$ cat src/rtl/adc_frame_pkg.sv
package adc_frame_pkg;

   // status flags that travel with a result word
   localparam int unsigned FLAG_BITS = 3;

   typedef struct packed {
      logic chan;
      logic sign;
      logic ovr;
   } conv_flags_t;

endpackage

$ cat src/rtl/afx_sync.sv
module afx_sync #(
   parameter int unsigned WIDTH   = 2,
   parameter int unsigned STAGES  = 2,
   parameter logic [WIDTH-1:0] RST_VAL = '0
) (
   input  logic             clk,
   input  logic             rst_n,
   input  logic [WIDTH-1:0] din,
   output logic [WIDTH-1:0] dout
);

   if (STAGES < 2) begin : g_bad_stages
      $error("afx_sync: STAGES must be at least 2");
   end

   logic [WIDTH-1:0] pipe [STAGES];

   for (genvar s = 0; s < STAGES; s++) begin : g_stage
      if (s == 0) begin : g_first
         always_ff @(posedge clk or negedge rst_n) begin
            if (!rst_n) pipe[0] <= RST_VAL;
            else        pipe[0] <= din;
         end
      end else begin : g_next
         always_ff @(posedge clk or negedge rst_n) begin
            if (!rst_n) pipe[s] <= RST_VAL;
            else        pipe[s] <= pipe[s-1];
         end
      end
   end

   assign dout = pipe[STAGES-1];

endmodule

$ cat src/rtl/afx_bit_seq.sv
module afx_bit_seq #(
   parameter int unsigned FRAME_W = 24,
   parameter int unsigned CNT_W   = $clog2(FRAME_W)
) (
   input  logic             clk,
   input  logic             rst_n,
   input  logic             sclk_s,
   input  logic             cs_act,
   output logic [CNT_W-1:0] cnt,
   output logic             restart,
   output logic             start_pulse
);

   localparam logic [CNT_W-1:0] LAST = CNT_W'(FRAME_W - 1);

   logic sclk_d;
   logic fall;

   always_ff @(posedge clk or negedge rst_n) begin
      if (!rst_n) sclk_d <= 1'b0;
      else        sclk_d <= sclk_s;
   end

   assign fall    = sclk_d & ~sclk_s;
   assign restart = fall & cs_act & (cnt == LAST);

   always_ff @(posedge clk or negedge rst_n) begin
      if (!rst_n) begin
         cnt <= '0;
      end else if (!cs_act) begin
         cnt <= '0;
      end else if (fall) begin
         if (cnt == LAST) cnt <= '0;
         else             cnt <= cnt + CNT_W'(1);
      end
   end

   always_ff @(posedge clk or negedge rst_n) begin
      if (!rst_n) start_pulse <= 1'b0;
      else        start_pulse <= restart;
   end

endmodule

$ cat src/rtl/afx_result_hold.sv
module afx_result_hold
   import adc_frame_pkg::*;
#(
   parameter int unsigned RES_W     = 20,
   parameter bit          DUAL_CHAN = 1'b1
) (
   input  logic             clk,
   input  logic             rst_n,
   input  logic             done,
   input  logic [RES_W-1:0] data_in,
   input  conv_flags_t      flags_in,
   input  logic             restart,
   input  logic             idle,
   output logic [RES_W-1:0] hold_data,
   output conv_flags_t      hold_flags,
   output logic             run,
   output logic             shadow_v
);

   conv_flags_t      flags_m;
   logic [RES_W-1:0] shadow_data;
   conv_flags_t      shadow_flags;
   logic             take;
   logic             load;

   if (DUAL_CHAN) begin : g_dual
      assign flags_m = flags_in;
   end else begin : g_single
      assign flags_m = '{chan: 1'b0, sign: flags_in.sign, ovr: flags_in.ovr};
   end

   // a completion in the restart cycle is dropped
   assign take = done & ~restart;
   // hand over only when no frame is part-way out
   assign load = shadow_v & idle;

   always_ff @(posedge clk or negedge rst_n) begin
      if (!rst_n) begin
         shadow_data  <= '0;
         shadow_flags <= '0;
         shadow_v     <= 1'b0;
      end else if (take) begin
         shadow_data  <= data_in;
         shadow_flags <= flags_m;
         shadow_v     <= 1'b1;
      end else if (load) begin
         shadow_v     <= 1'b0;
      end
   end

   always_ff @(posedge clk or negedge rst_n) begin
      if (!rst_n) begin
         hold_data  <= '0;
         hold_flags <= '0;
      end else if (load) begin
         hold_data  <= shadow_data;
         hold_flags <= shadow_flags;
      end
   end

   always_ff @(posedge clk or negedge rst_n) begin
      if (!rst_n)       run <= 1'b1;
      else if (load)    run <= 1'b0;
      else if (restart) run <= 1'b1;
   end

endmodule

$ cat src/rtl/adc_frame_tx.sv
module adc_frame_tx
   import adc_frame_pkg::*;
#(
   parameter int unsigned RES_W       = 20,
   parameter bit          DUAL_CHAN   = 1'b1,
   parameter int unsigned SYNC_STAGES = 2
) (
   input  logic             clk,
   input  logic             rst_n,
   input  logic             conv_done,
   input  logic [RES_W-1:0] res_data,
   input  logic             res_chan,
   input  logic             res_sign,
   input  logic             res_ovr,
   input  logic             sclk_in,
   input  logic             csn_in,
   output logic             sdo,
   output logic             sdo_oe,
   output logic             conv_start
);

   localparam int unsigned FRAME_W = RES_W + FLAG_BITS + 1;
   localparam int unsigned CNT_W   = $clog2(FRAME_W);

   if (RES_W < 1) begin : g_bad_width
      $error("adc_frame_tx: RES_W must be at least 1");
   end

   logic [1:0]         pins_s;
   logic               sclk_s;
   logic               cs_act;
   logic [CNT_W-1:0]   cnt;
   logic               restart;
   logic [RES_W-1:0]   hold_data;
   conv_flags_t        hold_flags;
   conv_flags_t        flags_in;
   logic               run;
   logic               shadow_v;
   logic [FRAME_W-1:0] frame_w;
   logic [CNT_W-1:0]   sel;

   afx_sync #(
      .WIDTH   (2),
      .STAGES  (SYNC_STAGES),
      .RST_VAL (2'b10)
   ) u_sync (
      .clk   (clk),
      .rst_n (rst_n),
      .din   ({csn_in, sclk_in}),
      .dout  (pins_s)
   );

   assign sclk_s = pins_s[0];
   assign cs_act = ~pins_s[1];

   afx_bit_seq #(
      .FRAME_W (FRAME_W),
      .CNT_W   (CNT_W)
   ) u_seq (
      .clk         (clk),
      .rst_n       (rst_n),
      .sclk_s      (sclk_s),
      .cs_act      (cs_act),
      .cnt         (cnt),
      .restart     (restart),
      .start_pulse (conv_start)
   );

   assign flags_in = '{chan: res_chan, sign: res_sign, ovr: res_ovr};

   afx_result_hold #(
      .RES_W     (RES_W),
      .DUAL_CHAN (DUAL_CHAN)
   ) u_hold (
      .clk        (clk),
      .rst_n      (rst_n),
      .done       (conv_done),
      .data_in    (res_data),
      .flags_in   (flags_in),
      .restart    (restart),
      .idle       (cnt == '0),
      .hold_data  (hold_data),
      .hold_flags (hold_flags),
      .run        (run),
      .shadow_v   (shadow_v)
   );

   // readiness flag first, then channel, sign, range, result
   assign frame_w = {run, hold_flags.chan, hold_flags.sign, hold_flags.ovr, hold_data};
   assign sel     = CNT_W'(FRAME_W - 1) - cnt;
   assign sdo     = cs_act & frame_w[sel];
   assign sdo_oe  = cs_act;

endmodule

$ cat config.mk
export PLATFORM = sky130hd
export DESIGN_NAME = adc_frame_tx
export DESIGN_NICKNAME = d
export VERILOG_FILES = /design/src/rtl/adc_frame_pkg.sv /design/src/rtl/afx_sync.sv /design/src/rtl/afx_bit_seq.sv /design/src/rtl/afx_result_hold.sv /design/src/rtl/adc_frame_tx.sv
export SDC_FILE = /design/constraint.sdc
export NUM_CORES = 1
export LEC_CHECK = 0
export CORE_UTILIZATION = 56
export DETAILED_ROUTE_END_ITERATION = 7
export DONT_BUFFER_PORTS = 1
export GPL_ROUTABILITY_DRIVEN = 0
export PLACE_DENSITY_LB_ADDON = 0.1
export SLEW_MARGIN = 10
export SYNTH_ARGS = -nofsm -noshare
export SYNTH_HDL_FRONTEND = slang
export SYNTH_SLANG_ARGS = --single-unit
$ cat constraint.sdc
create_clock -name clk -period 2 [get_ports clk]
set_input_delay 0.2 -clock clk [delete_from_list [all_inputs] [get_ports clk]]
set_output_delay 0.2 -clock clk [all_outputs]
set_load 0.05 [all_outputs]
# --- Word level (Yosys, flattened, before mapping) ---
# Index checks and enable logic that the tools add are counted.
classes:
  n_addsub: 2
  order_cmp: 1
  eq_ne: 1
  n_mux: 9
  n_bitwise: 9
  n_reduce_logical: 4
op_table:
  columns: ["cell", "count"]
  rows:
  - ["$mux 5", 3]
  - ["$and 1x1->1", 6]
  - ["$lt 5x6->1 const B", 1]
  - ["$reduce_bool 2->1", 3]
  - ["$add 5x1->5 const B", 1]
  - ["$bmux 1 s5", 1]
  - ["$eq 5x5->1 const B", 1]
  - ["$logic_not 5->1", 1]
  - ["$mux 1", 5]
  - ["$sub 5x5->5 const A", 1]
  - ["$not 1->1", 3]
totals:
  reg_bits: 59
  inputBits: 28
  output_inout_bits: 3
  word_cells: 41

# --- Logic depth before layout (Yosys ltp) ---
# Gate-level depths: netlist of run 1.
logic_depth:
  depth_word: 7
  ltp_mapped: 8

# --- Modules after synthesis ---
# Synthesis of run 1 repeated with hierarchy kept, for this count alone.
hier_totals:
  cells_unflattened: 160
  area_unflattened_um2: 2561.2
by_module_without_submodules:
  columns: ["mod", "n_inst", "cells_each", "area_each_um2", "seq_area_each_um2"]
  rows:
  - ["afx_result_hold", 1, 104, 1869.3, 1202.4]
  - ["afx_bit_seq", 1, 29, 325.3, 175.2]
  - ["adc_frame_tx", 1, 21, 249.0, 0.0]
  - ["afx_sync", 1, 6, 117.6, 102.6]

# --- Worst setup path after synthesis of run 1 ---
# Ideal clock, no wire load.
synth_timing:
  path_kind: "reg-to-output"
  start: "reg u_seq.cnt[3]"
  end: "out sdo"
  t_arrival_ns: 2.003
  required_time_ns: 1.800
  setup_slack_ns: -0.203
  path_stages_with_launch: 7
  path_buffers: 0
  path_cell_list: "dfrtp_1 inv_1 ha_1 or3b_2 a221oi_1 a22oi_1 nand3_1"
synth_between:
  elab_chain_len: 4
synth_rtl:
  columns: ["element", "line_no", "rtl"]
  rows:
  - ["from (decl)", "afx_bit_seq.sv:9", "output logic [CNT_W-1:0] cnt,"]
  - ["from (signal assigned)", "afx_bit_seq.sv:34", "else cnt <= cnt + CNT_W'(1);"]
  - ["$sub 5x5->5", "adc_frame_tx.sv:90", "assign sel = CNT_W'(FRAME_W - 1) - cnt;"]
  - ["$bmux 1 s5", "adc_frame_tx.sv:91", "assign sdo = cs_act & frame_w[sel];"]
  - ["$mux 1 (not written as such)", "adc_frame_tx.sv:91", null]
  - ["$and 1x1->1", "adc_frame_tx.sv:91", null]
  - ["to (decl)", "adc_frame_tx.sv:17", "output logic sdo,"]
# No other way between the ends. The select of a mux whose other input is x is not followed.

# --- Worst setup path in the final report of run 1 ---
# Ends and elaborated chain as after synthesis.

==> flow_metrics.env, run 1 <==
export IMPL_dp_slack_ns=0.07126
export IMPL_synth_seq_cells=59
export IMPL_clock_latency_ns=0.33
export IMPL_fin_nets=212
export IMPL_wl_mm=4.516
export IMPL_slowest_delay_ns=0.39
export IMPL_grt_pass1_wl_mm=7.507
export IMPL_cap_violations=0
export IMPL_arrival_ns=2.02
export IMPL_max_freq_mhz=451.5
export IMPL_fp_row_count=24
export IMPL_placeableCoreArea_um2=4414
export IMPL_grt_max_degree=60
export IMPL_antenna_found_initial=0
export IMPL_area_delta_synth_final_pct=13.22
export IMPL_crit_start="u_seq.cnt[3]"
export IMPL_place_area_um2=2698
export IMPL_synth_cells=161
export IMPL_synthSimpleGateAreaFrac=0.05725
export IMPL_synthAdderAreaFrac=0.01431
export IMPL_violations="setup timing"
export IMPL_syn_avg_cell_area_um2=16.29
export IMPL_grt_use_total=0.2074
export IMPL_clk_pin_slew_worst_paths_ns=0.07
export IMPL_via_per_inst=5.790
export IMPL_critPathCaptureType="output pin"
export IMPL_syn_nets=192
export IMPL_worstHoldStart="res_data[4]"
export IMPL_syn_area_um2=2623
export IMPL_async_reset_ff_frac=1.000
export IMPL_path_class="reg -> out"
export IMPL_grt_pass1_vias=1472
export IMPL_p_per_area_nw_per_um2=914.8
export IMPL_cts_made_buffers=9
export IMPL_yosysUniqueCellTypes=34
export IMPL_synthMuxAreaShare=0.2853
export IMPL_vias=1378
export IMPL_die_w_um=70.43
export IMPL_layout_setup_ws_ns=-0.2150
export IMPL_hold_path_class="in -> reg"
export IMPL_fin_crit_sh=1.108
export IMPL_clkSinkCount=59
export IMPL_dpl_hpwl_mm=2.857
export IMPL_power_leakage_nw=1.339
export IMPL_cp_cell_sequence="inv_2 -> ha_4 -> or3b_4 -> a221oi_4 -> a22oi_2 -> nand3_4"
export IMPL_tightest_slew_ns=0.4770
export IMPL_crit_fanout=3
export IMPL_yosys_top_cells_count="dfrtp_1 (56), mux2_2 (28), mux2_4 (19)"
export IMPL_dieArea_um2=4960
export IMPL_final_area_um2=2969
export IMPL_fillers=308
export IMPL_final_layout_size_suffix_gt1_frac=0.4892
export IMPL_cts_buffer_depth=2
export IMPL_ios=31
export IMPL_hold_violations=0
export IMPL_synth_most_common_cell="dfrtp_1"
export IMPL_synth_top_cell_area_share=0.5344
export IMPL_finalSetupTns_ns=-0.2150
export IMPL_setup_viol=1
export IMPL_synth_top_cell_by_area="dfrtp_1"
export IMPL_p_total_mw=2.716
export IMPL_period_needed_ns=2.215
export IMPL_synth_xor_area_frac=0.006679
export IMPL_die_height_um=70.43
export IMPL_cts_tree="done"
export IMPL_route_antenna_remaining_nets=0
export IMPL_synth_area_top_cells="dfrtp_1 (53%), mux2_2 (12%), mux2_4 (11%)"
export IMPL_drc=0
export IMPL_max_slew_margin=0.6822
export IMPL_antenna_cells=0
export IMPL_required_ns=1.80
export IMPL_routedWlPerCell_um=18.97
export IMPL_rsz0062_at_grt="yes"
export IMPL_drv_slew=0
export IMPL_ir_drop_uv=531.0
export IMPL_ys_warn_count=0
export IMPL_fin_util=0.6726
export IMPL_ys_flop_type="dfrtp_1"
export IMPL_yosysSeqAreaShare=0.5644
export IMPL_drt_iter0_drc=85
export IMPL_start_util=0.5941
export IMPL_timing_rr_start="u_seq.cnt[0]"
export IMPL_synth_edf_count=0
export IMPL_crit_slowest_cell="or3b_4"
export IMPL_worst_clock_skew_ns=0.01233
export IMPL_crit_path_start_kind="flip-flop"
export IMPL_status="complete, but fails checks"
export IMPL_htreeDepth=3
export IMPL_synth_compound_area_frac=0.02815
export IMPL_grt_overflow_total=0
export IMPL_synth_top_family_by_area="multiplexers"
export IMPL_numPortBuffers=0
export IMPL_cts_root_buf="clkbuf_8"
export IMPL_first_pass_iters=5
## final timing paths
kind	endpoint	slack, ns	cells past startpoint
setup reg to reg	u_hold.shadow_data[8]	0.09	7
hold / removal	u_hold.shadow_data[4]	0.02	1
setup / recovery	sdo	-0.22	6
min in group asynchronous	u_seq.cnt[1]	0.40	2
max in group asynchronous	u_hold.run	1.31	2
hold reg to reg	u_sync.dout[0]	0.35	0
## critical path, delay by kind of cell, from the launching register on
kind	cells	cell delay [ns]
compound gates	2	0.38
fa+ha+maj	1	0.27
simple gates	2	0.58
flops	1	0.37
buf+inv	1	0.07
## cells by family (layout without fill, tap and decap cells)
family | after synthesis | count (layout)
xor+xnor | 2 | 2
mux | 56 | 56
flops | 59 | 59
compound gates | 10 | 10
buf+inv | 12 | 37
simple gates | 19 | 19
fa+ha+maj | 3 | 3
## placed cells by master (no fill, tap or decap), drive strengths merged, types with 4 or more instances in the layout
| master | synthesis | layout |
|---|---|---|
| dfrtp | 56 | 56 |
| buf | 7 | 13 |
| mux2i | 5 | 5 |
| mux4 | 4 | 4 |
| clkbuf | 0 | 13 |
| inv | 5 | 5 |
| mux2 | 47 | 47 |
## per-stage QoR
| step | cells | hold WS [ns] |
|---|---|---|
| 6_report | 238 | 0.01871 |
| 3_5_place_dp | 216 | -0.09422 |
| 5_1_grt | 238 | 0.004031 |
| 3_3_place_gp | 216 | -0.09447 |
| 4_1_cts | 238 | 0.008064 |
| 2_1_floorplan | 161 | -0.09559 |
## what timing repair did
action | 4_1_cts | 5_1_grt
setup buffers | 2 | 0
resized for setup | 8 | 0
hold buffers | 4 | 0
pin swaps | 3 | 0
gates cloned | 0 | 0
setup endpoints to repair | 1 | 1
hold endpoints to repair | 61 | 0
## state kept, by name, summed over array words and instances, names as in the netlist, 2 cells and up
| register | count |
|---|---|
| u_hold.hold_data | 20 |
| u_hold.hold_flags | 3 |
| u_hold.shadow_data | 20 |
| u_hold.shadow_flags | 3 |
| u_seq.cnt | 5 |
| u_sync.dout | 2 |
| u_sync.pipe | 2 |
## routing by layer
| layer | part of all wire | vias up | track usage |
|---|---|---|---|
| met1 | 0.43 | 715 | 0.2702 |
| li1 | - | 621 | - |
| met2 | 0.50 | 33 | 0.3175 |
| met4 | 0.020 | 0 | 0.1111 |
| met5 | 0 | - | 0 |
| met3 | 0.048 | 9 | 0.05483 |
## where the power goes
group / switching, mW / internal (mW) / leakage [nW]
clock: 0.430 / 0.445 / 0.0812
combinational: 0.156 / 0.239 / 0.559
sequential: 0.0867 / 1.36 / 0.699
total: 0.673 / 2.04 / 1.34
## area by class of cell
type                       count  area [um2]  share of cell area
clock buffer                  13       138.9             0.04678
clock inverter                 3       15.01            0.005057
inverter                       5       18.77            0.006321
multi-input combinational     90        1091              0.3675
sequential                    59        1480              0.4985
tap                           52       65.06             0.02191
timing repair buffer          16       160.2             0.05394
Note: power is estimated with default switching activity, not from simulation.
==> run 2: changes to the inputs <==
==> constraint.sdc (replaced) <==
create_clock -name clk -period 2 [get_ports clk]
set_input_delay 0.4 -clock clk [delete_from_list [all_inputs] [get_ports clk]]
set_output_delay 0.4 -clock clk [all_outputs]
set_load 0.05 [all_outputs]
==> flow_metrics.env, run 2 (synthesis results as in run 1) <==
export IMPL_antenna_cells=0
export IMPL_crit_path_start_kind="flip-flop"
export IMPL_clk_pin_slew_worst_paths_ns=0.06
export IMPL_via_per_inst=5.759
export IMPL_crit_end="sdo"
export IMPL_timing_rr_start="u_seq.cnt[0]"
export IMPL_arrival_ns=1.97
export IMPL_crit_fanout=3
export IMPL_hold_violations=0
export IMPL_worst_clock_skew_ns=0.01041
export IMPL_place_inst=219
export IMPL_power_switching_mw=0.6902
export IMPL_fin_nets=212
export IMPL_clkSinkCount=59
export IMPL_cts_root_buf="clkbuf_8"
export IMPL_grt_use_total=0.2057
export IMPL_p_clk_frac=0.333
export IMPL_hold_ws_ns=0.06595
export IMPL_place_area_um2=2749
export IMPL_pwr_share_comb=0.141
export IMPL_routedWlPerCell_um=18.81
export IMPL_placeableCoreArea_um2=4414
export IMPL_cts_made_buffers=9
export IMPL_rsz0062_at_grt="yes"
export IMPL_hold_path_class="in -> reg"
export IMPL_fp_row_count=24
export IMPL_path_class="reg -> out"
export IMPL_first_pass_iters=4
export IMPL_sw_frac_of_total=0.2506
export IMPL_ir_drop_uv=522.4
export IMPL_fillers=311
export IMPL_critPathCaptureType="output pin"
export IMPL_crit_start="u_seq.cnt[4]"
export IMPL_drc=0
export IMPL_antenna_found_initial=0
export IMPL_required_ns=1.60
export IMPL_finalSetupTns_ns=-0.3657
export IMPL_route_antenna_remaining_nets=0
export IMPL_cts_tree="done"
export IMPL_final_cells=237
export IMPL_ios=31
export IMPL_layout_setup_ws_ns=-0.3657
export IMPL_slowest_delay_ns=0.42
export IMPL_reg2reg_setup_slack_ns=0.15
export IMPL_grt_overflow_total=0
export IMPL_drv_slew=0
export IMPL_max_freq_mhz=422.7
export IMPL_wl_mm=4.458
export IMPL_dieArea_um2=4960
export IMPL_grt_pass1_vias=1549
export IMPL_p_seq_frac=0.526
export IMPL_area_delta_synth_final_pct=13.50
export IMPL_p_per_area_nw_per_um2=925.5
export IMPL_crit_slowest_cell="dfrtp_2"
export IMPL_path_depth=5
export IMPL_layout_cells_most_common="dfrtp_1"
export IMPL_clock_latency_ns=0.33
export IMPL_internal_power_mw=2.065
export IMPL_start_util=0.5941
export IMPL_cp_cell_sequence="ha_4 -> or3b_4 -> a221oi_4 -> a22oi_2 -> nand3_4"
export IMPL_final_area_um2=2977
export IMPL_cap_violations=0
export IMPL_layout_common_cells="dfrtp_1 (53), mux2_2 (28), mux2_4 (19), buf_4 (13), clkbuf_8 (10)"
export IMPL_status="complete, but fails checks"
export IMPL_power_leakage_nw=1.335
export IMPL_fin_crit_sh=1.183
export IMPL_max_slew_margin=0.6942
export IMPL_final_layout_size_suffix_gt1_frac=0.5297
export IMPL_top_regs="u_hold.hold_data: 20 flops, u_hold.shadow_data: 20 flops, u_seq.cnt: 5 flops"
export IMPL_path_buf_inv=0
export IMPL_grt_max_degree=60
export IMPL_die_w_um=70.43
export IMPL_vias=1365
export IMPL_crit_family="simple AND/OR/NAND/NOR gates"
export IMPL_die_height_um=70.43
export IMPL_cts_buffer_depth=2
export IMPL_drt_iter0_drc=48
export IMPL_tightest_slew_ns=0.4590
export IMPL_timing_rr_end="u_hold.shadow_data[0]"
export IMPL_grt_pass1_wl_mm=7.472
export IMPL_r2r_cells=6
export IMPL_dpl_hpwl_mm=3.115
export IMPL_setup_viol=1
export IMPL_htreeDepth=3
export IMPL_violations="setup timing"
export IMPL_period_needed_ns=2.366
export IMPL_numPortBuffers=0
## run 2: changes by cell type in the layout (fill, tap and decap cells not counted), sizes merged
cell	change
buf	+2
clkbuf	-3
clkinvlp	+2
dlygate4sd3	-2
## run 2: worst reg2reg max path: cells and delay by family (launching register included)
kind          cells  cell delay, ns
buf+inv           1            0.22
flops             1            0.43
mux               1            0.31
simple gates      3            0.51
fa+ha+maj         1            0.25
## run 2: layer usage
metal	part of all wire	global-route usage	vias to the layer above	wire, um
met5	0	0	-	0
met4	0.022	0.09111	0	99
met3	0.052	0.08947	10	234
met2	0.50	0.3270	31	2235
met1	0.42	0.2411	703	1889
li1	-	-	621	-
## run 2: stage by stage
step | utilization | power [mW] | setup slack (ns)
6_report | 0.6743 | 2.755 | -0.3657
3_5_place_dp | 0.6227 | 1.830 | -0.02451
2_1_floorplan | - | 1.753 | -0.007363
3_3_place_gp | 0.6227 | 1.806 | 0.02615
4_1_cts | 0.6735 | 2.787 | -0.3862
5_1_grt | 0.6743 | 2.884 | -0.4656
## run 2: worst min-delay path by stage
stage / end / depth (start not counted) / slack (ns) / start
after global placement: u_sync.dout[0] / 0 / 0.11 / rst_n
after detailed placement: u_sync.dout[0] / 0 / 0.11 / rst_n
after floorplan: u_hold.hold_data[0] / 0 / 0.10 / rst_n
final: u_sync.pipe[3] / 0 / 0.07 / csn_in
after CTS: u_sync.pipe[3] / 0 / 0.05 / csn_in
after global routing: u_sync.pipe[3] / 0 / 0.04 / csn_in
## run 2: cell type report
type / instances / area (um2) / share of cell area
sequential: 59 / 1484 / 0.4985
multi-input combinational: 90 / 1086 / 0.3649
timing repair buffer: 16 / 155.1 / 0.05212
clock buffer: 10 / 137.6 / 0.04624
tap: 52 / 65.06 / 0.02186
clock inverter: 5 / 30.03 / 0.01009
inverter: 5 / 18.77 / 0.006305
## run 2: what timing repair did
| item | in CTS | in global routing |
|---|---|---|
| endpoints found under the hold margin | 59 | 0 |
| hold buffers | 2 | 0 |
| setup endpoints to repair | 1 | 24 |
| resized for setup | 1 | 2 |
| pin swaps | 2 | 1 |
| buffers inserted | 1 | 0 |
## run 2: power groups by stage
stage / clock [mW] / combinational (mW) / sequential, mW
after floorplan: 0 / 0.321 / 1.43
after global placement: 0 / 0.345 / 1.46
after detailed placement: 0 / 0.362 / 1.47
after CTS: 0.942 / 0.398 / 1.45
after global routing: 0.994 / 0.423 / 1.47
final: 0.918 / 0.389 / 1.45
==> run 3: changes to the inputs <==
- CORE_UTILIZATION: 56 -> 57
- CTS_BUF_LIST: unset -> sky130_fd_sc_hd__clkbuf_4 sky130_fd_sc_hd__clkbuf_8
==> flow_metrics.env, run 3 (synthesis results as in run 1) <==
export IMPL_area_delta_synth_final_pct=15.31
export IMPL_clock_latency_ns=0.34
export IMPL_power_leakage_nw=1.361
export IMPL_crit_fanout=3
export IMPL_antenna_found_initial=0
export IMPL_antenna_cells=0
export IMPL_fillers=292
export IMPL_timing_rr_start="u_seq.cnt[0]"
export IMPL_drt_iter0_drc=94
export IMPL_rsz0062_at_grt="yes"
export IMPL_worst_clock_skew_ns=0.006724
export IMPL_max_slew_margin=0.7059
export IMPL_cts_buffer_depth=2
export IMPL_setup_viol=1
export IMPL_cts_tree="done"
export IMPL_die_height_um=69.83
export IMPL_p_per_area_nw_per_um2=942.5
export IMPL_ir_drop_uv=594.6
export IMPL_drc=0
export IMPL_grt_overflow_total=0
export IMPL_cap_violations=0
export IMPL_final_area_um2=3024
export IMPL_crit_slowest_cell="dfrtp_2"
export IMPL_place_area_um2=2774
export IMPL_arrival_ns=1.98
export IMPL_htreeDepth=3
export IMPL_layout_setup_ws_ns=-0.3764
export IMPL_cp_cell_sequence="ha_4 -> or3b_4 -> a221oi_4 -> a22oi_2 -> nand3_4"
export IMPL_wl_mm=4.381
export IMPL_whs_path_depth=0
export IMPL_layout_cells_most_common="dfrtp_1"
export IMPL_r2r_cells=6
export IMPL_path_class="reg -> out"
export IMPL_fp_row_count=24
export IMPL_violations="setup timing"
export IMPL_grt_pass1_wl_mm=7.534
export IMPL_dp_slack_ns=-0.03360
export IMPL_routedWlPerCell_um=18.41
export IMPL_grt_pass1_vias=1528
export IMPL_grt_use_total=0.2091
export IMPL_crit_start="u_seq.cnt[4]"
export IMPL_slowest_delay_ns=0.43
export IMPL_die_w_um=69.83
export IMPL_drv_slew=0
export IMPL_timing_rr_end="u_hold.shadow_data[8]"
export IMPL_grt_max_degree=60
export IMPL_final_layout_size_suffix_gt1_frac=0.5430
export IMPL_period_needed_ns=2.376
export IMPL_via_per_inst=5.790
export IMPL_max_freq_mhz=420.8
export IMPL_route_antenna_remaining_nets=0
export IMPL_clk_pin_slew_worst_paths_ns=0.06
export IMPL_start_util=0.5982
export IMPL_tightest_slew_ns=0.4414
export IMPL_critPathCaptureType="output pin"
export IMPL_hold_violations=0
export IMPL_worstHoldStart="csn_in"
export IMPL_crit_path_start_kind="flip-flop"
export IMPL_numPortBuffers=0
export IMPL_dpl_hpwl_mm=2.884
export IMPL_first_pass_iters=4
export IMPL_fin_nets=212
export IMPL_required_ns=1.60
export IMPL_top_regs="u_hold.hold_data: 20 flops, u_hold.shadow_data: 20 flops, u_seq.cnt: 5 flops"
export IMPL_fin_util=0.6898
export IMPL_dieArea_um2=4876
export IMPL_min_to="u_sync.pipe[3]"
export IMPL_reg2reg_setup_slack_ns=0.11
export IMPL_layout_common_cells="dfrtp_1 (53), mux2_2 (28), mux2_4 (19), clkbuf_8 (11), buf_4 (11)"
export IMPL_hold_path_class="in -> reg"
export IMPL_cts_root_buf="clkbuf_8"
export IMPL_fin_crit_sh=1.188
export IMPL_ios=31
export IMPL_placeableCoreArea_um2=4384
export IMPL_vias=1378
export IMPL_status="complete, but fails checks"
export IMPL_cts_made_buffers=9
export IMPL_clkSinkCount=59
export IMPL_hold_ws_ns=0.05765
==> run 3: how the worst max path moves through the flow <==
stage | depth (start not counted) | slack, ns | to
CTS | 5 | -0.40 | sdo
finish | 5 | -0.38 | sdo
detailed placement | 5 | -0.03 | sdo
global route | 5 | -0.44 | sdo
floorplan | 6 | -0.007 | sdo
global placement | 5 | 0.02 | sdo
==> run 3: metal layers <==
metal / GRT usage / wire (um) / vias up
met1: 0.2674 / 1946 / 711
met2: 0.3109 / 2084 / 35
met3: 0.08285 / 219 / 11
met5: 0 / 0 / -
met4: 0.1022 / 130 / 0
li1: - / - / 621
==> run 3: power by group <==
part           leakage (nW)  total (mW)  internal (mW)  switching [mW]
registers             0.694        1.45           1.36          0.0866
logic                 0.566       0.405          0.250           0.155
clock network         0.101       0.999          0.555           0.444
total                  1.36        2.85           2.16           0.686
==> run 3: worst max-delay path, delay by kind of cell (launching register included) <==
family	cells	cell delay (ns)
AO/OA/AOI/OAI	2	0.37
adder cells (fa/ha/maj)	1	0.28
flip-flops	1	0.43
AND/OR/NAND/NOR	2	0.57
==> run 3: per-stage QoR <==
stage | instances | setup TNS, ns | total power [mW]
finish | 238 | -0.3764 | 2.850
global route | 238 | -0.4379 | 2.985
CTS | 238 | -0.3973 | 2.876
detailed placement | 219 | -0.03360 | 1.840
global placement | 219 | 0 | 1.820
floorplan | 161 | -0.007363 | 1.753
==> run 3: layout make-up <==
cell class,instances,area (um2),share of cell area
clock buffers,14,173.9,0.05751
clock inverters,2,10.01,0.003310
inverters,5,18.77,0.006206
multi-input cells,90,1092,0.3612
flip-flops and latches,59,1484,0.4907
well taps,52,65.06,0.02151
repair buffers,16,180.2,0.05958
==> run 3: timing repair <==
action,in CTS,in global routing
buffers inserted,1,0
hold buffers,2,0
setup endpoints to repair,5,5
gates resized for setup,3,2
pin swaps,2,1
hold endpoints to repair,59,0
